==> src/rtl/dgs_pkg.sv <==
package dgs_pkg;
  // one-clock sync requests raised by the pulse generator
  typedef struct packed {
    logic hs;
    logic vs;
  } dgs_fire_t;
endpackage

==> src/rtl/dgs_gap_counter.sv <==
module dgs_gap_counter #(
  parameter int CW = 12
) (
  input  logic          clk,
  input  logic          rst_n,
  input  logic          de,
  output logic [CW-1:0] run_len
);
  localparam logic [CW-1:0] SAT = '1;
  localparam logic [CW-1:0] ONE = CW'(1);

  always_ff @(posedge clk or negedge rst_n) begin
    if (!rst_n)               run_len <= '0;
    else if (de)              run_len <= '0;
    else if (run_len != SAT)  run_len <= run_len + ONE;
  end

  // the run length never falls inside a blanking run
  p_run_monotone_r3: assert property (@(posedge clk) disable iff (!rst_n)
    !de |=> run_len >= $past(run_len));
endmodule

==> src/rtl/dgs_gap_cfg.sv <==
module dgs_gap_cfg #(
  parameter int CW       = 12,
  parameter int HGAP_RST = 4,
  parameter int VGAP_RST = 16
) (
  input  logic          clk,
  input  logic          rst_n,
  input  logic          de,
  input  logic [CW-1:0] hgap_in,
  input  logic [CW-1:0] vgap_in,
  output logic [CW-1:0] hthr,
  output logic [CW-1:0] vthr,
  output logic          cfg_bad
);
  localparam logic [CW-1:0] ONE = CW'(1);

  // gap pair is only refreshed on active pixels
  always_ff @(posedge clk or negedge rst_n) begin
    if (!rst_n) begin
      hthr <= CW'(HGAP_RST);
      vthr <= CW'(VGAP_RST);
    end else if (de) begin
      hthr <= hgap_in;
      vthr <= vgap_in;
    end
  end

  assign cfg_bad = !((hthr > ONE) && (hthr < vthr));

  p_thr_hold_blank_r9: assert property (@(posedge clk) disable iff (!rst_n)
    !de |=> ($stable(hthr) && $stable(vthr)));
endmodule

==> src/rtl/dgs_sync_gen.sv <==
module dgs_sync_gen
  import dgs_pkg::*;
#(
  parameter int CW = 12
) (
  input  logic          clk,
  input  logic          rst_n,
  input  logic          en,
  input  logic          cfg_bad,
  input  logic          de,
  input  logic [CW-1:0] run_len,
  input  logic [CW-1:0] hthr,
  input  logic [CW-1:0] vthr,
  output logic          hs,
  output logic          vs,
  output logic          sof
);
  localparam logic [CW-1:0] ONE = CW'(1);

  logic      allow;
  logic      armed;
  dgs_fire_t fire;

  assign allow = en && !cfg_bad;

  // compare with the previous count: hit once per run, even when saturated
  always_comb begin
    fire.hs = allow && !de && (run_len == hthr - ONE);
    fire.vs = allow && !de && (run_len == vthr - ONE);
  end

  always_ff @(posedge clk or negedge rst_n) begin
    if (!rst_n) begin
      hs    <= 1'b0;
      vs    <= 1'b0;
      sof   <= 1'b0;
      armed <= 1'b0;
    end else begin
      hs  <= fire.hs;
      vs  <= fire.vs;
      sof <= allow && de && armed;
      if (!allow)       armed <= 1'b0;
      else if (fire.vs) armed <= 1'b1;
      else if (de)      armed <= 1'b0;
    end
  end

  p_hs_one_clk_r4: assert property (@(posedge clk) disable iff (!rst_n)
    hs |=> !hs);
  p_vs_one_clk_r5: assert property (@(posedge clk) disable iff (!rst_n)
    vs |=> !vs);
  p_sof_one_clk_r8: assert property (@(posedge clk) disable iff (!rst_n)
    sof |=> !sof);
  p_err_quiet_r7: assert property (@(posedge clk) disable iff (!rst_n)
    cfg_bad |=> (!hs && !vs && !sof));
endmodule

==> src/rtl/dgs_sync_regen.sv <==
module dgs_sync_regen #(
  parameter int DW       = 24,
  parameter int CW       = 12,
  parameter int HGAP_RST = 4,
  parameter int VGAP_RST = 16
) (
  input  logic          clk,
  input  logic          rst_n,
  input  logic          en,
  input  logic          in_de,
  input  logic [DW-1:0] in_data,
  input  logic [CW-1:0] hgap_len,
  input  logic [CW-1:0] vgap_len,
  output logic          out_de,
  output logic [DW-1:0] out_data,
  output logic          out_hsync,
  output logic          out_vsync,
  output logic          out_sof,
  output logic          cfg_err
);
  logic [CW-1:0] run_len;
  logic [CW-1:0] hthr;
  logic [CW-1:0] vthr;

  dgs_gap_counter #(.CW(CW)) u_cnt (
    .clk(clk), .rst_n(rst_n), .de(in_de), .run_len(run_len)
  );

  dgs_gap_cfg #(.CW(CW), .HGAP_RST(HGAP_RST), .VGAP_RST(VGAP_RST)) u_cfg (
    .clk(clk), .rst_n(rst_n), .de(in_de),
    .hgap_in(hgap_len), .vgap_in(vgap_len),
    .hthr(hthr), .vthr(vthr), .cfg_bad(cfg_err)
  );

  dgs_sync_gen #(.CW(CW)) u_gen (
    .clk(clk), .rst_n(rst_n), .en(en), .cfg_bad(cfg_err), .de(in_de),
    .run_len(run_len), .hthr(hthr), .vthr(vthr),
    .hs(out_hsync), .vs(out_vsync), .sof(out_sof)
  );

  // pixel path: one stage, aligned with the sync registers
  always_ff @(posedge clk or negedge rst_n) begin
    if (!rst_n) begin
      out_de   <= 1'b0;
      out_data <= '0;
    end else begin
      out_de   <= in_de;
      out_data <= in_data;
    end
  end

  p_sync_in_blank_r4: assert property (@(posedge clk) disable iff (!rst_n)
    (out_hsync || out_vsync) |-> !out_de);
  p_sof_with_de_r8: assert property (@(posedge clk) disable iff (!rst_n)
    out_sof |-> out_de);
  p_off_quiet_r10: assert property (@(posedge clk) disable iff (!rst_n)
    !en |=> (!out_hsync && !out_vsync && !out_sof));
  p_de_delay_r2: assert property (@(posedge clk) disable iff (!rst_n)
    in_de |=> out_de);
endmodule

==> config.mk <==
export PLATFORM = sky130hd
export DESIGN_NAME = dgs_sync_regen
export DESIGN_NICKNAME = d
export VERILOG_FILES = /design/src/rtl/dgs_pkg.sv /design/src/rtl/dgs_gap_counter.sv /design/src/rtl/dgs_gap_cfg.sv /design/src/rtl/dgs_sync_gen.sv /design/src/rtl/dgs_sync_regen.sv
export SDC_FILE = /design/constraint.sdc
export NUM_CORES = 1
export LEC_CHECK = 0
export CORE_MARGIN = 2
export CORE_UTILIZATION = 25
export CTS_BUF_LIST = sky130_fd_sc_hd__clkbuf_4 sky130_fd_sc_hd__clkbuf_8
export DETAILED_ROUTE_END_ITERATION = 8
export DONT_BUFFER_PORTS = 1
export MAX_ROUTING_LAYER = met4
export SLEW_MARGIN = 0
export SYNTH_ARGS = -nofsm -noshare
export SYNTH_HDL_FRONTEND = slang
export SYNTH_HIERARCHICAL = 1
export SYNTH_SLANG_ARGS = --single-unit
==> constraint.sdc <==
create_clock -name clk -period 2.8 [get_ports clk]
set_input_delay 0.56 -clock clk [delete_from_list [all_inputs] [get_ports clk]]
set_output_delay 0.56 -clock clk [all_outputs]
set_load 0.05 [all_outputs]
## Word level (Yosys, flattened, before mapping)

Cells that the tools add are included.

| word-level totals | value |
|---|---|
| input port bits | 52 |
| logic and storage cells | 33 |
| register bits | 65 |
| output and inout port bits | 29 |

| operators by class | value |
|---|---|
| reductions and logical operators | 10 |
| add/sub/neg operators | 3 |
| equal/unequal tests | 4 |
| $lt $le $gt $ge | 2 |
| muxes and demuxes | 5 |

Operators by type and width:

| cell | number |
|---|---|
| 12-bit equality test | 2 |
| 12-bit two-way mux | 2 |
| 12-bit by 1-bit subtractor with 12-bit output (second input constant) | 2 |
| 12-bit by 1-bit adder with 12-bit output (second input constant) | 1 |
| 12-bit by 1-bit greater-than comparator with 1-bit output (second input constant) | 1 |
| 12-bit less-than comparator | 1 |
| 12-bit != test (second input constant) | 1 |
| 1-bit logical AND | 7 |
| 1-bit two-way mux | 3 |
| 3-bit != test (second input constant) | 1 |
| 1-bit logical NOT | 2 |
| 2-bit nonzero test | 1 |

## Depth between registers and ports, before layout

Gate-level depths: netlist of the first run.

| logic depth | value |
|---|---|
| word-level depth | 7 |
| mapped depth | 12 |
| gate-level depth less buffers | 12 |

## Hierarchy

Netlist of the first run, hierarchy kept.

By module, submodules not included:

| module | area each (µm²) | cells each | sequential area each (µm²) | times used |
|---|---|---|---|---|
| dgs_gap_cfg | 1,181.1 | 105 | 603.1 | 1 |
| dgs_sync_gen | 878.3 | 104 | 100.1 | 1 |
| dgs_gap_counter | 648.1 | 65 | 300.3 | 1 |
| dgs_sync_regen | 625.6 | 25 | 625.6 | 1 |

## Least setup slack after synthesis of the first run

OpenSTA, ideal clock, no wires.

| timing path | value |
|---|---|
| path type | register -> register |
| start | reg u_cfg.vthr[4] |
| end | reg u_gen.armed |
| cell stages (with the launch flop) | 13 |
| buffers on the path | 0 |
| setup time | 0.065 ns |
| slack | 0.110 ns |
| clock period less this slack | 2.690 ns |
| required time | 2.735 ns |
| arrival | 2.625 ns |
| cells stage by stage | dfstp_2 > inv_1 > ha_1 > a21o_1 > nand3_1 > a21oi_1 > a211o_1 > nor2_1 > and2_2 > o2111ai_1 > a2111oi_2 > o2111a_2 > a31o_1 |

RTL lines:

| element | line | source |
|---|---|---|
| start: declaration | dgs_gap_cfg.sv:12 | `output logic [CW-1:0] vthr,` |
| start signal: assignment | dgs_gap_cfg.sv:21 | `vthr <= CW'(VGAP_RST);` |
| start signal: assignment | dgs_gap_cfg.sv:24 | `vthr <= vgap_in;` |
| end signal: assignment | dgs_sync_gen.sv:37 | `armed <= 1'b0;` |
| end signal: assignment | dgs_sync_gen.sv:42 | `if (!allow) armed <= 1'b0;` |
| end signal: assignment | dgs_sync_gen.sv:43 | `else if (fire.vs) armed <= 1'b1;` |
| end: declaration | dgs_sync_gen.sv:21 | `logic armed;` |

==> results of run 1 <==
[routing by layer]
| layer | share of wire (%) | track usage, % | vias to the layer above |
|---|---|---|---|
| met2 | 46 | 18.4 | 95 |
| li1 | - | - | 1116 |
| met5 | 0 | - | - |
| met1 | 43 | 16.0 | 1129 |
| met3 | 7.4 | 3.59 | 20 |
| met4 | 2.9 | 6.25 | 0 |
[power breakdown]
group	switching [uW]	total [uW]	internal [uW]
registers	128	1120	995
clock network	379	815	436
logic	181	333	152
[metrics by stage]
| step | area (um2) | util (%) |
|---|---|---|
| after floorplan | 3330 | - |
| after global placement | 3590 | 27.3 |
| after detailed placement | 3590 | 27.3 |
| after CTS | 3820 | 29.1 |
| after global routing | 3820 | 29.1 |
| final | 3820 | 29.1 |
[final cells by class]
cell class / instances / area, um2
fillers: 1401 / 9320
flip-flops and latches: 65 / 1630
multi-input cells: 213 / 1600
well taps: 176 / 220
clock buffers: 10 / 138
repair buffers: 12 / 110
clock inverters: 6 / 67.6
inverters: 15 / 56.3
[repair_timing]
action,4_1_cts,5_1_grt
endpoints found under the setup margin,0,0
hold buffers,1,0
endpoints found under the hold margin,63,0
[cell families (layout without fill, tap and decap cells)]
logic type / count (synthesis) / in the layout / synth area share (%)
simple gates: 100 / 100 / 18.7
flops: 65 / 65 / 48.9
compound gates: 48 / 48 / 9.65
xor+xnor: 35 / 35 / 9.20
buf+inv: 21 / 43 / 3.08
mux: 16 / 16 / 5.29
fa+ha+maj: 14 / 14 / 5.26
[worst min-delay path by stage]
stage,start,end,slack (ns),cells after the start
2_1_floorplan,rst_n,out_data[0],0.26,0
3_3_place_gp,rst_n,out_data[2],0.27,0
3_5_place_dp,rst_n,out_data[9],0.27,0
4_1_cts,rst_n,u_cfg/hthr[2],0.02,0
5_1_grt,rst_n,u_cfg/vthr[4],0.02,0
6_report,rst_n,u_cfg/hthr[2],0.04,0
[placed cells by master (no fill, tap or decap), types with 2 or more instances in the layout]
master / synthesis / layout
a2111oi_2: 2 / 2
a211oi_1: 3 / 3
a21oi_1: 9 / 9
a31oi_1: 3 / 3
and4b_1: 2 / 2
buf_4: 0 / 11
clkbuf_8: 0 / 10
clkinv_4: 0 / 2
clkinvlp_4: 0 / 2
dfrtp_1: 63 / 63
dfstp_2: 2 / 2
ha_1: 14 / 14
inv_1: 15 / 15
mux2_2: 13 / 13
mux2i_1: 3 / 3
nand2_1: 17 / 17
nand3_1: 11 / 11
nand4_1: 6 / 6
nor2_1: 21 / 21
nor2b_1: 2 / 2
nor3_1: 9 / 9
nor3b_1: 2 / 2
nor4_1: 6 / 6
nor4_4: 2 / 2
o21ai_0: 17 / 17
o31ai_1: 2 / 2
or3_2: 2 / 2
or4b_2: 2 / 2
xnor2_1: 21 / 21
xor2_1: 14 / 14
[flip-flops by register name (all words and copies together), names as in the netlist]
register       flops
u_cfg/vthr        12
out_data          24
u_cfg/hthr        12
u_gen/sof          1
out_de             1
u_gen/armed        1
u_cnt/run_len     12
u_gen/vs           1
u_gen/hs           1
==> impl_metrics.yaml, run 1 <==
sta:
  maxSlewViolCount: 0
  hold_viol_final: 0
  setup_viol: 0
  worst_slew_pin_slew_ns: 0.638
  final.period_utilization_pct: 91.2
  hold_ws_ns: 0.0429
  tns_ns: 0
  max_freq_ghz: 0.392
  finalCriticalPeriod_ns: 2.55
  worst_slack_ns: 0.247
  clock-skew-final_ns: 0.00551
  rsz0062_at_grt: "no"
  slew_headroom_pct: 57.2
logic_synthesis:
  synthCells: 299
  synth_ff_type: "dfrtp_1"
  synth_edf_count: 0
  ys_ff_latch: 65
  avgSynthCellArea_um2: 11.1
  async_flop_share_pct: 100
  yosysTopAreaCell: "dfrtp_1"
  yosysWarnings: 6
  synth_top_area_share_pct: 47.3
  synth_cell_types: 59
  syn_area_um2: 3330
  synth.area.top_cells: "dfrtp_1, xnor2_1, ha_1, mux2_2, xor2_1"
  ys_seq_area_share_pct: 48.9
  yosysMostFrequentCell: "dfrtp_1"
  syn_nets: 365
  synth_top_cells_by_count: "dfrtp_1, nor2_1, xnor2_1"
placed_design:
  port_buffers: 0
  dp_hpwl_mm: 6.07
  pre_cts_ws_ns: 0.246
  place_congestion: 0.889
  place_inst: 480
run:
  cap_violations: 0
clocking:
  clk_latency_ns: 0.35
  clk_path_buf_depth: 2
  clkSlewWorstSetupHoldPaths_ns: 0.07
  cts_root_buf: "clkbuf_8"
  cts_tree: "built"
  cts_resized: 0
  clock_sinks: 65
  cts-htree-levels: 3
  cts_setup_buffers: 0
  cts_buffers: 9
routing:
  drc: 0
  ant_nets: 0
  drtPass1Iterations: 4
  wl_per_cell_um: 16.8
  vias: 2360
  vias_per_cell: 4.75
  drt_iter0_markers: 128
  routed_wl_mm: 8.37
worst_setup_path:
  worst-path-stages: 11
  crit_start: "u_cfg/vthr[9]"
  cp_slowest_stage_delay_ns: 0.42
  r2r_cells: 11
  crit_chain: "inv_1 -> ha_1 -> a211oi_1 -> o21ai_0 -> a211o_1 -> nor2_1 -> and2_2 -> o2111ai_1 -> a2111oi_2 -> o2111a_2 -> a31o_1"
  crit_fanout: 4
  rrSetupSlack_ns: 0.25
  path_class: "flop to flop"
  critPathBufInv: 1
  worstReg2RegEnd: "u_gen/armed"
  end_kind: "flop"
  r2r-start: "u_cfg/vthr[9]"
  arrival_ns: 2.85
  crit_end: "u_gen/armed"
  cp.required_ns: 3.10
  critPathLaunchType: "flop"
  path_delay_family: "compound AO/OA/AOI/OAI gates"
  slowest_stage: "dfrtp_1"
grt:
  grt_max_degree: 64
  grt_pass1_vias: 2392
  grt_pass1_wl_mm: 13.0
  grt_usage_pct: 12.6
  grt-ovfl-total: 0
  antenna_found_initial: 0
pwr:
  ir_worst_vdd_v: 0.000296
  p_per_area_nw_per_um2: 594
  p_leak_uw: 0.00159
  p_total_uw: 2270
layout:
  diodes: 0
  final_cell_count_no_fill: 497
  drive_above_1_share_pct: 20.2
  nets: 382
  area_growth_pct: 14.7
floorplanning:
  die-area_um2: 14300
  die_w_um: 119
  dieHeight_um: 119
  rows: 42
  io_pins: 81
  start_util_pct: 25.4
  core-area_um2: 13100
min_path:
  hold_path.class: "input port to async pin"
run_status:
  status: "complete, no violations"
Note: power is estimated with default switching activity, not from simulation.
==> inputs of run 2 (changes only) <==
- SKIP_CTS_REPAIR_TIMING: default -> 1
==> impl_metrics.yaml, run 2 (same netlist as run 1, synthesis figures left out) <==
run:
  cap_violations: 0
clocking:
  cts_root_buf: "clkbuf_8"
  clk_path_buf_depth: 2
  clk_latency_ns: 0.35
  cts-htree-levels: 3
  clkSlewWorstSetupHoldPaths_ns: 0.07
  clock_sinks: 65
  cts_tree: "built"
  cts_buffers: 9
sta:
  tns_ns: 0
  worst_slew_pin_slew_ns: 0.635
  worst_slack_ns: 0.246
  maxSlewViolCount: 0
  final.period_utilization_pct: 91.2
  clock-skew-final_ns: 0.00643
  hold_viol_final: 0
  max_freq_ghz: 0.392
  rsz0062_at_grt: "no"
  finalCriticalPeriod_ns: 2.55
  setup_viol: 0
  slew_headroom_pct: 57.3
placed_design:
  port_buffers: 0
  pre_cts_ws_ns: 0.246
  dp_hpwl_mm: 6.07
  place_congestion: 0.889
grt:
  grt_max_degree: 66
  grt_usage_pct: 12.4
  grt-ovfl-total: 0
  antenna_found_initial: 0
  grt_pass1_vias: 2381
  grt_pass1_wl_mm: 12.9
pwr:
  p_switching_uw: 687
  p_per_area_nw_per_um2: 594
  ir_worst_vdd_v: 0.000296
  p_int_uw: 1580
  pwr-share-seq_pct: 49.4
  clkPwrFrac_pct: 35.8
  p_leak_uw: 0.00159
  p_sw_share_pct: 30.3
  comb_power_share_pct: 14.7
run_status:
  status: "complete, no violations"
worst_setup_path:
  crit_start: "u_cfg/vthr[9]"
  path_class: "flop to flop"
  rrSetupSlack_ns: 0.25
  worstReg2RegEnd: "u_gen/armed"
  end_kind: "flop"
  arrival_ns: 2.85
  r2r_cells: 11
  crit_fanout: 4
  crit_chain: "inv_1 -> ha_1 -> a211oi_1 -> o21ai_0 -> a211o_1 -> nor2_1 -> and2_2 -> o2111ai_1 -> a2111oi_2 -> o2111a_2 -> a31o_1"
  cp.required_ns: 3.09
  cp_slowest_stage_delay_ns: 0.42
  critPathLaunchType: "flop"
  r2r-start: "u_cfg/vthr[9]"
  slowest_stage: "dfrtp_1"
routing:
  drt_iter0_markers: 124
  vias_per_cell: 4.71
  wl_per_cell_um: 16.9
  ant_nets: 0
  drc: 0
  vias: 2340
  drtPass1Iterations: 4
  routed_wl_mm: 8.39
layout:
  final_cell_mix: "dfrtp_1, nor2_1, xnor2_1, nand2_1, o21ai_0"
  final_common_cell: "dfrtp_1"
  top_register: "out_data"
  nets: 382
  largest_register_ff_count: 24
  area_growth_pct: 14.7
  diodes: 0
  drive_above_1_share_pct: 20.2
floorplanning:
  core-area_um2: 13100
  die-area_um2: 14300
  start_util_pct: 25.4
  io_pins: 81
  dieHeight_um: 119
  die_w_um: 119
  rows: 42
min_path:
  hold_path.class: "input port to async pin"
## run 2: how the worst max path moves through the flow
stage / endpoint / slack (ns) / cells past startpoint
finish: u_gen/armed / 0.25 / 11
global route: u_gen/armed / 0.04 / 11
CTS: u_gen/armed / 0.23 / 11
detailed placement: u_gen/armed / 0.25 / 11
global placement: u_gen/armed / 0.28 / 11
floorplan: u_gen/armed / 0.11 / 12
## run 2: metrics by stage
stage	std cells	hold slack [ns]	total power, uW	utilization, %	area [um2]
global placement	480	0.266	1450	27.3	3590
CTS	496	-0.135	2290	28.9	3790
detailed placement	480	0.265	1450	27.3	3590
finish	497	0.0447	2270	29.1	3820
floorplan	299	0.264	1360	-	3330
global route	497	0.0193	2390	29.1	3820
## run 2: worst max-delay path, delay by kind of cell (launching register included)
family,cells,cell delay [ns]
buf+inv,1,0.07
fa+ha+maj,1,0.29
simple gates,2,0.29
compound gates,7,1.43
flops,1,0.42
## run 2: area by class of cell
cell class                      instances  area (um2)
Clock buffer                           10         138
Sequential cell                        65        1630
Timing Repair Buffer                   12         110
Inverter                               15        56.3
Clock inverter                          6        67.6
Fill cell                            1401        9320
Tap cell                              176         220
Multi-Input combinational cell        213        1600
## run 2: metal layers
| layer | up-vias | part of all wire (%) | track usage (%) |
|---|---|---|---|
| met2 | 88 | 47 | 18.0 |
| met3 | 14 | 7.2 | 3.74 |
| met1 | 1123 | 44 | 15.7 |
| met5 | - | 0 | - |
| li1 | 1115 | - | - |
| met4 | 0 | 2.0 | 6.10 |
## run 2: power by group through the flow
stage / combinational, uW / sequential [uW] / clock (uW)
3_5_place_dp: 309 / 1140 / 0
3_3_place_gp: 308 / 1140 / 0
5_1_grt: 375 / 1130 / 887
6_report: 334 / 1120 / 814
2_1_floorplan: 229 / 1140 / 0
4_1_cts: 312 / 1120 / 852
